===== src/rtl/dbg_spi_pkg.sv =====
package dbg_spi_pkg;
    typedef enum logic [2:0] {
        ST_IDLE,
        ST_CMD,
        ST_ADDR,
        ST_RDATA,
        ST_WDATA,
        ST_DISCARD
    } dbg_state_e;
endpackage


===== src/rtl/dbg_spi_sync.sv =====
module dbg_spi_sync #(
    parameter int SYNC_STAGES = 2
) (
    input  logic clk,
    input  logic rst_n,
    input  logic sck_raw,
    input  logic cs_n_raw,
    input  logic mosi_raw,
    output logic sel,
    output logic sck_rise,
    output logic sck_fall,
    output logic mosi_s
);
    localparam int LAST = SYNC_STAGES - 1;
    localparam logic [2:0] RST_VAL = 3'b010; // {sck, cs_n, mosi}

    logic [2:0] stg [SYNC_STAGES];
    logic       sck_last;

    always_ff @(posedge clk or negedge rst_n) begin
        if (!rst_n) begin
            for (int i = 0; i < SYNC_STAGES; i++) stg[i] <= RST_VAL;
            sck_last <= 1'b0;
        end else begin
            stg[0] <= {sck_raw, cs_n_raw, mosi_raw};
            for (int i = 1; i < SYNC_STAGES; i++) stg[i] <= stg[i-1];
            sck_last <= stg[LAST][2];
        end
    end

    assign sel      = ~stg[LAST][1];
    assign mosi_s   = stg[LAST][0];
    assign sck_rise = sel &  stg[LAST][2] & ~sck_last;
    assign sck_fall = sel & ~stg[LAST][2] &  sck_last;
endmodule


===== src/rtl/dbg_spi_ctrl.sv =====
module dbg_spi_ctrl
    import dbg_spi_pkg::*;
#(
    parameter int          ADDR_W    = 16,
    parameter int          DATA_W    = 16,
    parameter int          CMD_W     = 8,
    parameter logic [7:0]  CMD_READ  = 8'h03,
    parameter logic [7:0]  CMD_WRITE = 8'h02
) (
    input  logic              clk,
    input  logic              rst_n,
    input  logic              sel,
    input  logic              sck_rise,
    input  logic              mosi_s,
    output logic [ADDR_W-1:0] bus_addr,
    output logic [DATA_W-1:0] bus_wdata,
    output logic              bus_wr,
    output logic              bus_rd,
    output logic              rd_load,
    output logic              rd_active
);
    localparam int PH_MAX = (ADDR_W > DATA_W) ? ((ADDR_W > CMD_W) ? ADDR_W : CMD_W)
                                              : ((DATA_W > CMD_W) ? DATA_W : CMD_W);
    localparam int CNT_W  = $clog2(PH_MAX);

    dbg_state_e         state_q, state_d;
    logic [CNT_W-1:0]   cnt_q;
    logic [PH_MAX-1:0]  shreg_q, sh_nxt;
    logic               is_rd_q;
    logic               ph_last, count_en;
    logic [CMD_W-1:0]   cmd_v;

    assign sh_nxt = {shreg_q[PH_MAX-2:0], mosi_s};
    assign cmd_v  = sh_nxt[CMD_W-1:0];

    always_comb begin
        count_en = 1'b1;
        ph_last  = 1'b0;
        unique case (state_q)
            ST_CMD:   ph_last = (cnt_q == CNT_W'(CMD_W - 1));
            ST_ADDR:  ph_last = (cnt_q == CNT_W'(ADDR_W - 1));
            ST_RDATA, ST_WDATA: ph_last = (cnt_q == CNT_W'(DATA_W - 1));
            ST_IDLE, ST_DISCARD: count_en = 1'b0;
        endcase
    end

    // next state
    always_comb begin
        state_d = state_q;
        if (!sel) begin
            state_d = ST_IDLE;
        end else begin
            unique case (state_q)
                ST_IDLE: state_d = ST_CMD;
                ST_CMD: if (sck_rise && ph_last)
                    state_d = (cmd_v == CMD_READ || cmd_v == CMD_WRITE) ? ST_ADDR : ST_DISCARD;
                ST_ADDR: if (sck_rise && ph_last)
                    state_d = is_rd_q ? ST_RDATA : ST_WDATA;
                ST_RDATA, ST_WDATA, ST_DISCARD: state_d = state_q;
            endcase
        end
    end

    // state register
    always_ff @(posedge clk or negedge rst_n) begin
        if (!rst_n) state_q <= ST_IDLE;
        else        state_q <= state_d;
    end

    // outputs and datapath
    always_ff @(posedge clk or negedge rst_n) begin
        if (!rst_n) begin
            cnt_q     <= '0;
            shreg_q   <= '0;
            is_rd_q   <= 1'b0;
            bus_addr  <= '0;
            bus_wdata <= '0;
            bus_wr    <= 1'b0;
            bus_rd    <= 1'b0;
            rd_load   <= 1'b0;
        end else begin
            bus_wr  <= 1'b0;
            bus_rd  <= 1'b0;
            rd_load <= bus_rd;
            if (bus_wr) bus_addr <= bus_addr + 1'b1;
            if (!sel) begin
                cnt_q   <= '0;
                is_rd_q <= 1'b0;
            end else if (sck_rise && count_en) begin
                shreg_q <= sh_nxt;
                cnt_q   <= ph_last ? '0 : cnt_q + 1'b1;
                if (ph_last) begin
                    unique case (state_q)
                        ST_CMD:   is_rd_q <= (cmd_v == CMD_READ);
                        ST_ADDR: begin
                            bus_addr <= sh_nxt[ADDR_W-1:0];
                            bus_rd   <= is_rd_q;
                        end
                        ST_RDATA: begin
                            bus_addr <= bus_addr + 1'b1;
                            bus_rd   <= 1'b1;
                        end
                        ST_WDATA: begin
                            bus_wdata <= sh_nxt[DATA_W-1:0];
                            bus_wr    <= 1'b1;
                        end
                        ST_IDLE, ST_DISCARD: ;
                    endcase
                end
            end
        end
    end

    assign rd_active = (state_q == ST_RDATA);


    wr_pulse_chk: assert property (@(posedge clk) disable iff (!rst_n)
        bus_wr |=> !bus_wr);

    wr_step_chk: assert property (@(posedge clk) disable iff (!rst_n)
        bus_wr |=> bus_addr == $past(bus_addr) + 1'b1);

    strobe_excl_chk: assert property (@(posedge clk) disable iff (!rst_n)
        $onehot0({bus_wr, bus_rd}));

    discard_quiet_chk: assert property (@(posedge clk) disable iff (!rst_n)
        (state_q == ST_DISCARD && $past(state_q) == ST_DISCARD) |-> !bus_wr && !bus_rd);

    desel_idle_chk: assert property (@(posedge clk) disable iff (!rst_n)
        !sel |=> state_q == ST_IDLE);
endmodule


===== src/rtl/dbg_spi_miso.sv =====
module dbg_spi_miso #(
    parameter int DATA_W = 16
) (
    input  logic              clk,
    input  logic              rst_n,
    input  logic              sel,
    input  logic              sck_fall,
    input  logic              rd_active,
    input  logic              rd_load,
    input  logic [DATA_W-1:0] rdata,
    input  logic              cpu_halted,
    output logic              miso
);
    logic [DATA_W-1:0] tx_q;

    always_ff @(posedge clk or negedge rst_n) begin
        if (!rst_n) begin
            tx_q <= '0;
            miso <= 1'b1;
        end else if (!sel) begin
            tx_q <= '0;
            miso <= cpu_halted;
        end else if (!rd_active) begin
            miso <= 1'b0;
        end else if (rd_load) begin
            tx_q <= rdata;
        end else if (sck_fall) begin
            miso <= tx_q[DATA_W-1];
            tx_q <= {tx_q[DATA_W-2:0], 1'b0};
        end
    end


    desel_level_chk: assert property (@(posedge clk) disable iff (!rst_n)
        !sel |=> miso == $past(cpu_halted));

    sel_quiet_chk: assert property (@(posedge clk) disable iff (!rst_n)
        (sel && !rd_active) |=> !miso);
endmodule


===== src/rtl/dbg_spi_port.sv =====
module dbg_spi_port #(
    parameter int         ADDR_W      = 16,
    parameter int         DATA_W      = 16,
    parameter int         CMD_W       = 8,
    parameter logic [7:0] CMD_READ    = 8'h03,
    parameter logic [7:0] CMD_WRITE   = 8'h02,
    parameter int         SYNC_STAGES = 2
) (
    input  logic              clk,
    input  logic              rst_n,
    input  logic              spi_sck,
    input  logic              spi_cs_n,
    input  logic              spi_mosi,
    output logic              spi_miso,
    input  logic              cpu_halted,
    output logic [ADDR_W-1:0] bus_addr,
    output logic [DATA_W-1:0] bus_wdata,
    output logic              bus_wr,
    output logic              bus_rd,
    input  logic [DATA_W-1:0] bus_rdata
);
    logic sel, sck_rise, sck_fall, mosi_s, rd_load, rd_active;

    dbg_spi_sync #(.SYNC_STAGES(SYNC_STAGES)) sync_i (
        .clk(clk), .rst_n(rst_n),
        .sck_raw(spi_sck), .cs_n_raw(spi_cs_n), .mosi_raw(spi_mosi),
        .sel(sel), .sck_rise(sck_rise), .sck_fall(sck_fall), .mosi_s(mosi_s)
    );

    dbg_spi_ctrl #(
        .ADDR_W(ADDR_W), .DATA_W(DATA_W), .CMD_W(CMD_W),
        .CMD_READ(CMD_READ), .CMD_WRITE(CMD_WRITE)
    ) ctrl_i (
        .clk(clk), .rst_n(rst_n),
        .sel(sel), .sck_rise(sck_rise), .mosi_s(mosi_s),
        .bus_addr(bus_addr), .bus_wdata(bus_wdata),
        .bus_wr(bus_wr), .bus_rd(bus_rd),
        .rd_load(rd_load), .rd_active(rd_active)
    );

    dbg_spi_miso #(.DATA_W(DATA_W)) miso_i (
        .clk(clk), .rst_n(rst_n),
        .sel(sel), .sck_fall(sck_fall), .rd_active(rd_active),
        .rd_load(rd_load), .rdata(bus_rdata),
        .cpu_halted(cpu_halted), .miso(spi_miso)
    );
endmodule


===== config.mk =====
export PLATFORM = sky130hd
export DESIGN_NAME = dbg_spi_port
export DESIGN_NICKNAME = d
export VERILOG_FILES = /design/src/rtl/dbg_spi_pkg.sv /design/src/rtl/dbg_spi_sync.sv /design/src/rtl/dbg_spi_ctrl.sv /design/src/rtl/dbg_spi_miso.sv /design/src/rtl/dbg_spi_port.sv
export SDC_FILE = /design/constraint.sdc
export NUM_CORES = 1
export LEC_CHECK = 0
export CORE_ASPECT_RATIO = 0.8
export CORE_UTILIZATION = 50
export DETAILED_ROUTE_END_ITERATION = 12
export GPL_TIMING_DRIVEN = 0
export PLACE_DENSITY = 0.74
export RECOVER_POWER = 25
export SLEW_MARGIN = 20
export SYNTH_ARGS = -nofsm -noshare
export SYNTH_HDL_FRONTEND = slang
export SYNTH_HIERARCHICAL = 1
export SYNTH_SLANG_ARGS = --single-unit

===== constraint.sdc =====
create_clock -name clk -period 5.29 [get_ports clk]
set_input_delay 1.587 -clock clk [delete_from_list [all_inputs] [get_ports clk]]
set_output_delay 1.587 -clock clk [all_outputs]
set_load 0.01 [all_outputs]

==> out/metrics.yaml, run 1 <==
postSynth.asyncResetShare_pct: 100.0
relSlewSlack_pct: -46.88
synth_xor_area_share_pct: 4.790
h-tree-depth: 3
cp_max_fo: 40
final_cell_mix: "dfrtp_1, clkdlybuf4s50_1, nand2_1"
utilization_pct: 63.22
arrival_ns: 3.15
postCtsResizedCells: 0
first_global_vias: 3229
ys_ff_latch: 82
synth_edf_count: 0
setup-violations-final: 0
grt_overflow_total: 0
maxCapViolCount: 1
reg2regPathDepth: 7
vdd_drop_max_mv: 0.2069
synth_compound_area_share_pct: 13.83
path_clk_slew_ns: 0.08
status: "finished, violations left"
die_area_um2: 8730
cts_buffers: 9
synth_top_family_by_area: "simple AND/OR/NAND/NOR gates"
diodes: 0
violations: "max-capacitance violations, max-slew violations"
placementRows: 29
ys.flop_type: "dfrtp_1"
synthMuxAreaShare_pct: 12.28
die-width_um: 104.2
final_area_um2: 5070
fin_crit_sh_pct: 59.26
insertion_delay_ns: 0.36
syn_area_um2: 4179
drt_iter0_drc: 178
use_met3_pct: 6.479
num_vias: 3211
fin_crit_ns: 3.135
slowest_delay_ns: 1.53
grt_use_met2_pct: 34.91
synth_cells: 374
placedCellCount: 539
hold_viol_final: 0
routedWlPerCell_um: 16.67
crit_chain: "clkbuf_1"
cp-start-kind: "input pin"
synth_warnings: 6
rsz0062_at_grt: "false"
syn_nets: 398
mostFrequentLayoutCell: "dfrtp_1"
io_buffers: 56
leakage_nw: 2.350
initial_utilization_pct: 52.11
grt_usage_pct: 22.69
area_growth_pct: 21.32
die_height_um: 83.77
crit_required_ns: 5.31
min_path_type: "reg2reg"
grt_pass1_wl_um: 15440
synth_seq_area_share_pct: 49.19
ys_types: 62
via_per_inst: 5.786
skew_ns: 0.01268
synthAdderAreaFrac_pct: 0.5988
finalNonFillerCells: 555
cts_sinks: 82
p_per_area_nw_per_um2: 256.1
dp_hpwl_um: 6439
grt-busiest-layer: "met2"
place.gp.congestion: 0.8887
dpl_cell_area_um2: 4892
avgSynthCellArea_um2: 11.17
grtUsageMet1_pct: 30.40
grt_max_degree: 44
min_path_cells: 0
design.core.area_um2: 8019
cts_tree: "built"
fin_nets: 466
crit_family: "buffers and inverters"
post_cts_buffers: 0
drive_above_1_share_pct: 16.11
crit_slowest_cell: "clkbuf_1"
drt_pass1_iterations: 6
routed_wl_um: 9253
cts.hold.buffers_added: 0
crit_path_end_kind: "asynchronous set/reset pin"
antenna_found_initial: 0
fmax_mhz: 319.0
tightestPinTransition_ns: 2.203
final-max-slew-violation-count: 40
timing_worst_setup_path_type: "in2async"
critPathBufInv: 1
drc_errors: 0
synthSimpleGateAreaFrac_pct: 14.49
fin_setup_tns_ns: 0
cts_buffer_depth: 2
num_io_pins: 57
cp.depth: 1
ant_nets: 0
cts-root-buf: "clkbuf_8"
-- state kept, by name, summed over array words and instances (netlist names), 3 cells and up --
signal            count
ctrl_i/bus_addr      16
ctrl_i/bus_wdata     16
ctrl_i/cnt_q          4
ctrl_i/shreg_q       15
ctrl_i/state_q        3
miso_i/tx_q          16
sync_i/stg            5
-- cells by family after synthesis --
kind of cell | Yosys count
AOI/OAI and AO/OA | 74
xor gates and xnor gates | 22
adders and majority gates | 2
buffers and inverters | 32
DFF | 82
muxes | 45
and+or+nand+nor | 117
-- through the flow --
stage	power, W	hold slack [ns]	setup slack [ns]
finish	0.001298	0.3575	2.155
global route	0.001361	0.3667	1.663
CTS	0.001316	0.3618	2.208
detailed placement	0.0008914	0.3457	2.633
global placement	0.0008821	0.3315	-0.2516
floorplan	0.0008223	0.3312	3.175
-- path summary, 6_finish.rpt --
check | end | from | slack [ns]
setup reg to reg | ctrl_i/bus_addr[13]$_DFF_PN0_ | sync_i/sck_last$_DFF_PN0_ | 2.91
min in group asynchronous | ctrl_i/cnt_q[1]$_DFFE_PN0P_ | rst_n | 1.87
hold reg to reg | sync_i/stg[2]$_DFF_PN0_ | sync_i/stg[5]$_DFF_PN0_ | 0.36
hold / removal | sync_i/stg[2]$_DFF_PN0_ | sync_i/stg[5]$_DFF_PN0_ | 0.36
setup / recovery | ctrl_i/bus_wdata[3]$_DFFE_PN0P_ | rst_n | 2.16
max in group clk | bus_wr | ctrl_i/bus_wr$_DFF_PN0_ | 2.23
-- report_power, final --
group | switching, W | internal [W] | leakage [nW]
logic | 0.000115 | 0.0000867 | 1.14
registers | 0.0000279 | 0.000654 | 1.12
clock network | 0.000220 | 0.000196 | 0.0924
-- per-layer routing --
| layer | share of wire [%] | vias up |
|---|---|---|
| met2 | 46 | 112 |
| met1 | 47 | 1587 |
| met5 | 0 | - |
| met4 | 1.4 | 0 |
| li1 | - | 1492 |
| met3 | 5.9 | 20 |
-- synthesized netlist by cell type (7+ instances only) --
cell | n | share of area (%)
nand2_1 | 40 | 3.6
mux2i_1 | 16 | 3.8
clkbuf_1 | 10 | 0.90
o22ai_1 | 9 | 1.3
o21ai_0 | 13 | 1.6
mux2_4 | 7 | 2.5
o211a_1 | 16 | 3.8
a22oi_1 | 9 | 1.6
nor3_1 | 8 | 0.96
nor2_1 | 11 | 0.99
dfrtp_1 | 79 | 47
xnor2_1 | 8 | 1.7
xor2_1 | 13 | 2.7
mux2_2 | 22 | 5.9
nand4_1 | 9 | 1.3
nand3_1 | 12 | 1.4
-- cell type report --
cell class,count,area (um2)
clock inverter,4,26.28
multi-input combinational,260,1922
inverter,7,26.28
buffer,25,175.2
sequential,82,2056
timing repair buffer,57,574.3
fill,649,2949
clock buffer,12,155.1
tap,108,135.1
No activity file was read; power rests on OpenSTA's default activity.
==> run 2: changes to the inputs <==
Settings changed: PLACE_DENSITY 0.74 to 0.77.
Clock period 5.29 ns to 2.87 ns, I/O delays scaled along.
==> out/metrics.yaml, run 2 (synthesized netlist as in run 1, its figures left out) <==
fin_crit_ns: 2.387
leakage_nw: 2.351
area_growth_pct: 21.08
dp_hpwl_um: 6463
num_vias: 3123
rsz0062_at_grt: "false"
mostFrequentLayoutCell: "dfrtp_1"
h-tree-depth: 3
cts.hold.buffers_added: 0
drt_pass1_iterations: 5
status: "complete, no violations"
hold_ws_ns: 0.3537
grt_use_met2_pct: 33.03
cts_tree: "built"
grt_pass1_wl_um: 15150
place.gp.congestion: 0.8678
drc_errors: 0
design.core.area_um2: 8019
p_per_area_nw_per_um2: 475.5
drive_above_1_share_pct: 16.55
nFillCells: 664
antenna_found_initial: 0
utilization_pct: 63.10
vdd_drop_max_mv: 0.3805
grtUsageMet1_pct: 32.18
min_path_type: "reg2reg"
ant_nets: 0
final-max-slew-violation-count: 0
cp-start-kind: "register"
post_cts_buffers: 0
fin_crit_sh_pct: 83.15
diodes: 0
cp_max_fo: 6
initial_utilization_pct: 52.11
cts_buffer_depth: 2
postCtsResizedCells: 0
reg_top3: "ctrl_i/bus_addr x16, ctrl_i/bus_wdata x16, miso_i/tx_q x16"
tightestPinTransition_ns: 1.090
cts_buffers: 9
grt_usage_pct: 22.38
grt_max_degree: 46
skew_ns: 0.01090
drt_iter0_drc: 156
relSlewSlack_pct: 27.32
placementRows: 29
die_height_um: 83.77
path_clk_slew_ns: 0.09
die-width_um: 104.2
cts_sinks: 82
maxCapViolCount: 0
routedWlPerCell_um: 16.08
crit_required_ns: 3.17
fmax_mhz: 419.0
routed_wl_um: 8926
final_cell_mix: "dfrtp_1, clkdlybuf4s50_1, nand2_1"
num_io_pins: 57
hold_viol_final: 0
crit_path_end_kind: "register"
grt-busiest-layer: "met2"
arrival_ns: 2.69
insertion_delay_ns: 0.37
timing_worst_setup_path_type: "reg2reg"
use_met3_pct: 6.245
fin_nets: 466
io_buffers: 56
cts-root-buf: "clkbuf_8"
via_per_inst: 5.627
setup-violations-final: 0
first_global_vias: 2985
die_area_um2: 8730
grt_overflow_total: 0
-- run 2: final timing paths --
kind | start | end | slack [ns] | cells after the start
setup / recovery | sync_i/sck_last$_DFF_PN0_ | ctrl_i/bus_addr[8]$_DFF_PN0_ | 0.48 | 7
hold / removal | sync_i/stg[3]$_DFF_PN0_ | sync_i/mosi_s$_DFF_PN0_ | 0.35 | 0
setup reg to reg | sync_i/sck_last$_DFF_PN0_ | ctrl_i/bus_addr[8]$_DFF_PN0_ | 0.48 | 7
hold reg to reg | sync_i/stg[3]$_DFF_PN0_ | sync_i/mosi_s$_DFF_PN0_ | 0.35 | 0
max in group asynchronous | rst_n | ctrl_i/bus_addr[6]$_DFF_PN0_ | 0.68 | 2
min in group asynchronous | rst_n | ctrl_i/bus_rd$_DFF_PN0_ | 0.61 | 1
-- run 2: worst max-delay path, stage by stage (launching register included) --
cell      delay (ns)
dfrtp_1         0.38
nor3b_1         0.41
nand4_1         0.26
or2_2           0.35
clkbuf_1        0.18
nor2_1          0.46
a22oi_1         0.17
o21ai_0         0.10
-- run 2: layout make-up --
class | instances | area (um2) | area share, %
sequential | 82 | 2056 | 40.63
multi-input combinational | 260 | 1922 | 37.98
timing repair buffer | 57 | 560.5 | 11.08
buffer | 25 | 175.2 | 3.462
tap | 108 | 135.1 | 2.671
clock buffer | 9 | 123.9 | 2.448
clock inverter | 7 | 61.31 | 1.212
inverter | 7 | 26.28 | 0.5193
-- run 2: per-layer routing --
metal | up-vias | routed length (um) | share of wire, %
met5 | - | 0 | 0
met4 | 0 | 110 | 1.2
met3 | 12 | 472 | 5.3
met2 | 91 | 4069 | 46
met1 | 1524 | 4272 | 48
li1 | 1496 | - | -
-- run 2: report_power, final --
part / leakage [nW] / switching (W) / total, W / internal, W
Combinational: 1.14 / 0.000206 / 0.000363 / 0.000157
Clock: 0.0940 / 0.000457 / 0.000789 / 0.000332
Sequential: 1.12 / 0.0000498 / 0.00125 / 0.00120
Total: 2.35 / 0.000713 / 0.00241 / 0.00169
-- run 2: through the flow --
| stage | std cells | setup slack [ns] | setup TNS [ns] | area (um2) | total power, W |
|---|---|---|---|---|---|
| detailed placement | 539 | 0.5255 | 0 | 4900 | 0.001644 |
| CTS | 555 | 0.5080 | 0 | 5085 | 0.002442 |
| finish | 555 | 0.4835 | 0 | 5060 | 0.002406 |
| global placement | 538 | -1.940 | -155.79 | 4875 | 0.001625 |
| global route | 555 | 0.2402 | 0 | 5060 | 0.002541 |
| floorplan | 374 | 0.7796 | 0 | 4179 | 0.001516 |
==> run 3: changes to the inputs <==
Settings changed: PLACE_DENSITY 0.77 to 0.74.
Clock period 2.87 ns to 2.3 ns, I/O delays scaled along.
==> out/metrics.yaml, run 3 (synthesized netlist as in run 1, its figures left out) <==
final_cell_mix: "dfrtp_1, clkdlybuf4s50_1, nand2_1"
fin_crit_sh_pct: 93.68
diodes: 0
dp_hpwl_um: 6439
die_area_um2: 8730
utilization_pct: 63.32
area_growth_pct: 21.50
routedWlPerCell_um: 16.87
nFillCells: 649
final_area_um2: 5077
grt_overflow_total: 0
min_to: "sync_i/stg[2]$_DFF_PN0_"
cp_max_fo: 10
fin_nets: 465
min_path_type: "reg2reg"
cts_tree: "built"
num_io_pins: 57
vdd_drop_max_mv: 0.4761
cts_buffer_depth: 2
fmax_mhz: 464.1
rrSetupSlack_ns: 0.15
grt_usage_pct: 22.69
cts-root-buf: "clkbuf_8"
cp-start-kind: "register"
crit_required_ns: 2.54
min_path_cells: 0
min_from: "sync_i/stg[5]$_DFF_PN0_"
routed_wl_um: 9348
cts_sinks: 82
fin_crit_ns: 2.155
grt_pass1_wl_um: 15440
relSlewSlack_pct: 33.85
hold_viol_final: 0
mostFrequentLayoutCell: "dfrtp_1"
rsz0062_at_grt: "false"
grt_max_degree: 44
via_per_inst: 5.731
h-tree-depth: 3
io_buffers: 56
drt_iter0_drc: 155
status: "complete, no violations"
tightestPinTransition_ns: 0.9923
pre_cts_ws_ns: -0.06409
r2r_end: "ctrl_i/bus_wdata[15]$_DFFE_PN0P_"
initial_utilization_pct: 52.11
placedCellCount: 539
finalNonFillerCells: 554
setup-violations-final: 0
num_vias: 3175
insertion_delay_ns: 0.36
path_clk_slew_ns: 0.07
reg2regPathDepth: 7
dpl_cell_area_um2: 4892
final-max-slew-violation-count: 0
first_global_vias: 3229
die-width_um: 104.2
hold_ws_ns: 0.3589
p_per_area_nw_per_um2: 589.3
die_height_um: 83.77
reg_top3: "ctrl_i/bus_addr x16, ctrl_i/bus_wdata x16, miso_i/tx_q x16"
r2r_start: "sync_i/sck_last$_DFF_PN0_"
leakage_nw: 2.353
postCtsResizedCells: 3
post_cts_buffers: 0
drt_pass1_iterations: 4
place.gp.congestion: 0.8887
crit_path_end_kind: "register"
maxCapViolCount: 0
skew_ns: 0.01518
cts_buffers: 9
drc_errors: 0
design.core.area_um2: 8019
cts.hold.buffers_added: 0
placementRows: 29
ant_nets: 0
drive_above_1_share_pct: 17.26
antenna_found_initial: 0
setup_slack_ns: 0.1453
timing_worst_setup_path_type: "reg2reg"
arrival_ns: 2.39
-- run 3: report_power, final --
group          switching (W)  internal [W]
sequential         0.0000651       0.00150
clock               0.000511      0.000450
combinational       0.000265      0.000198
total               0.000841       0.00215
-- run 3: how the worst max path moves through the flow --
| stage | startpoint | end | slack, ns | cells past startpoint |
|---|---|---|---|---|
| after floorplan | sync_i/sck_last$_DFF_PN0_ | ctrl_i/bus_wdata[10]$_DFFE_PN0P_ | 0.21 | 7 |
| after global placement | rst_n | ctrl_i/bus_wdata[11]$_DFFE_PN0P_ | -2.34 | 1 |
| after detailed placement | sync_i/sck_last$_DFF_PN0_ | ctrl_i/bus_addr[13]$_DFF_PN0_ | -0.06 | 7 |
| after CTS | ctrl_i/bus_wr$_DFF_PN0_ | bus_wr | 0.11 | 1 |
| after global routing | sync_i/stg[1]$_DFF_PN1_ | ctrl_i/bus_addr[6]$_DFF_PN0_ | 0.01 | 6 |
| final | sync_i/sck_last$_DFF_PN0_ | ctrl_i/bus_wdata[15]$_DFFE_PN0P_ | 0.15 | 7 |
-- run 3: final cells by class --
cell class / instances / area, um2 / share of cell area (%)
Sequential cell: 82 / 2056 / 40.49
Multi-Input combinational cell: 260 / 1944 / 38.29
Timing Repair Buffer: 57 / 563.0 / 11.09
Buffer: 24 / 171.4 / 3.376
Clock buffer: 12 / 155.1 / 3.056
Tap cell: 108 / 135.1 / 2.661
Clock inverter: 4 / 26.28 / 0.5175
Inverter: 7 / 26.28 / 0.5175
-- run 3: layer usage --
layer  part of all wire, %  GRT usage (%)  up-vias
met4                  0.95          8.961        0
met3                   5.5          6.479       12
met5                     0              0        -
met1                    48          30.40     1558
li1                      -              -     1490
met2                    46          34.91      115
-- run 3: stage by stage --
stage	power (W)	TNS, ns
3_5_place_dp	0.002050	-0.2093
3_3_place_gp	0.002029	-189.14
5_1_grt	0.003130	0
4_1_cts	0.003030	0
6_report	0.002992	0
2_1_floorplan	0.001891	0
-- run 3: worst max-delay path, cell delays in order (launching register included) --
cell and delay [ns]:
dfrtp_1 0.41, nor3b_4 0.27, and2_1 0.19, o2111ai_2 0.17
or3_1 0.40, buf_6 0.16, buf_12 0.15, mux2_4 0.29
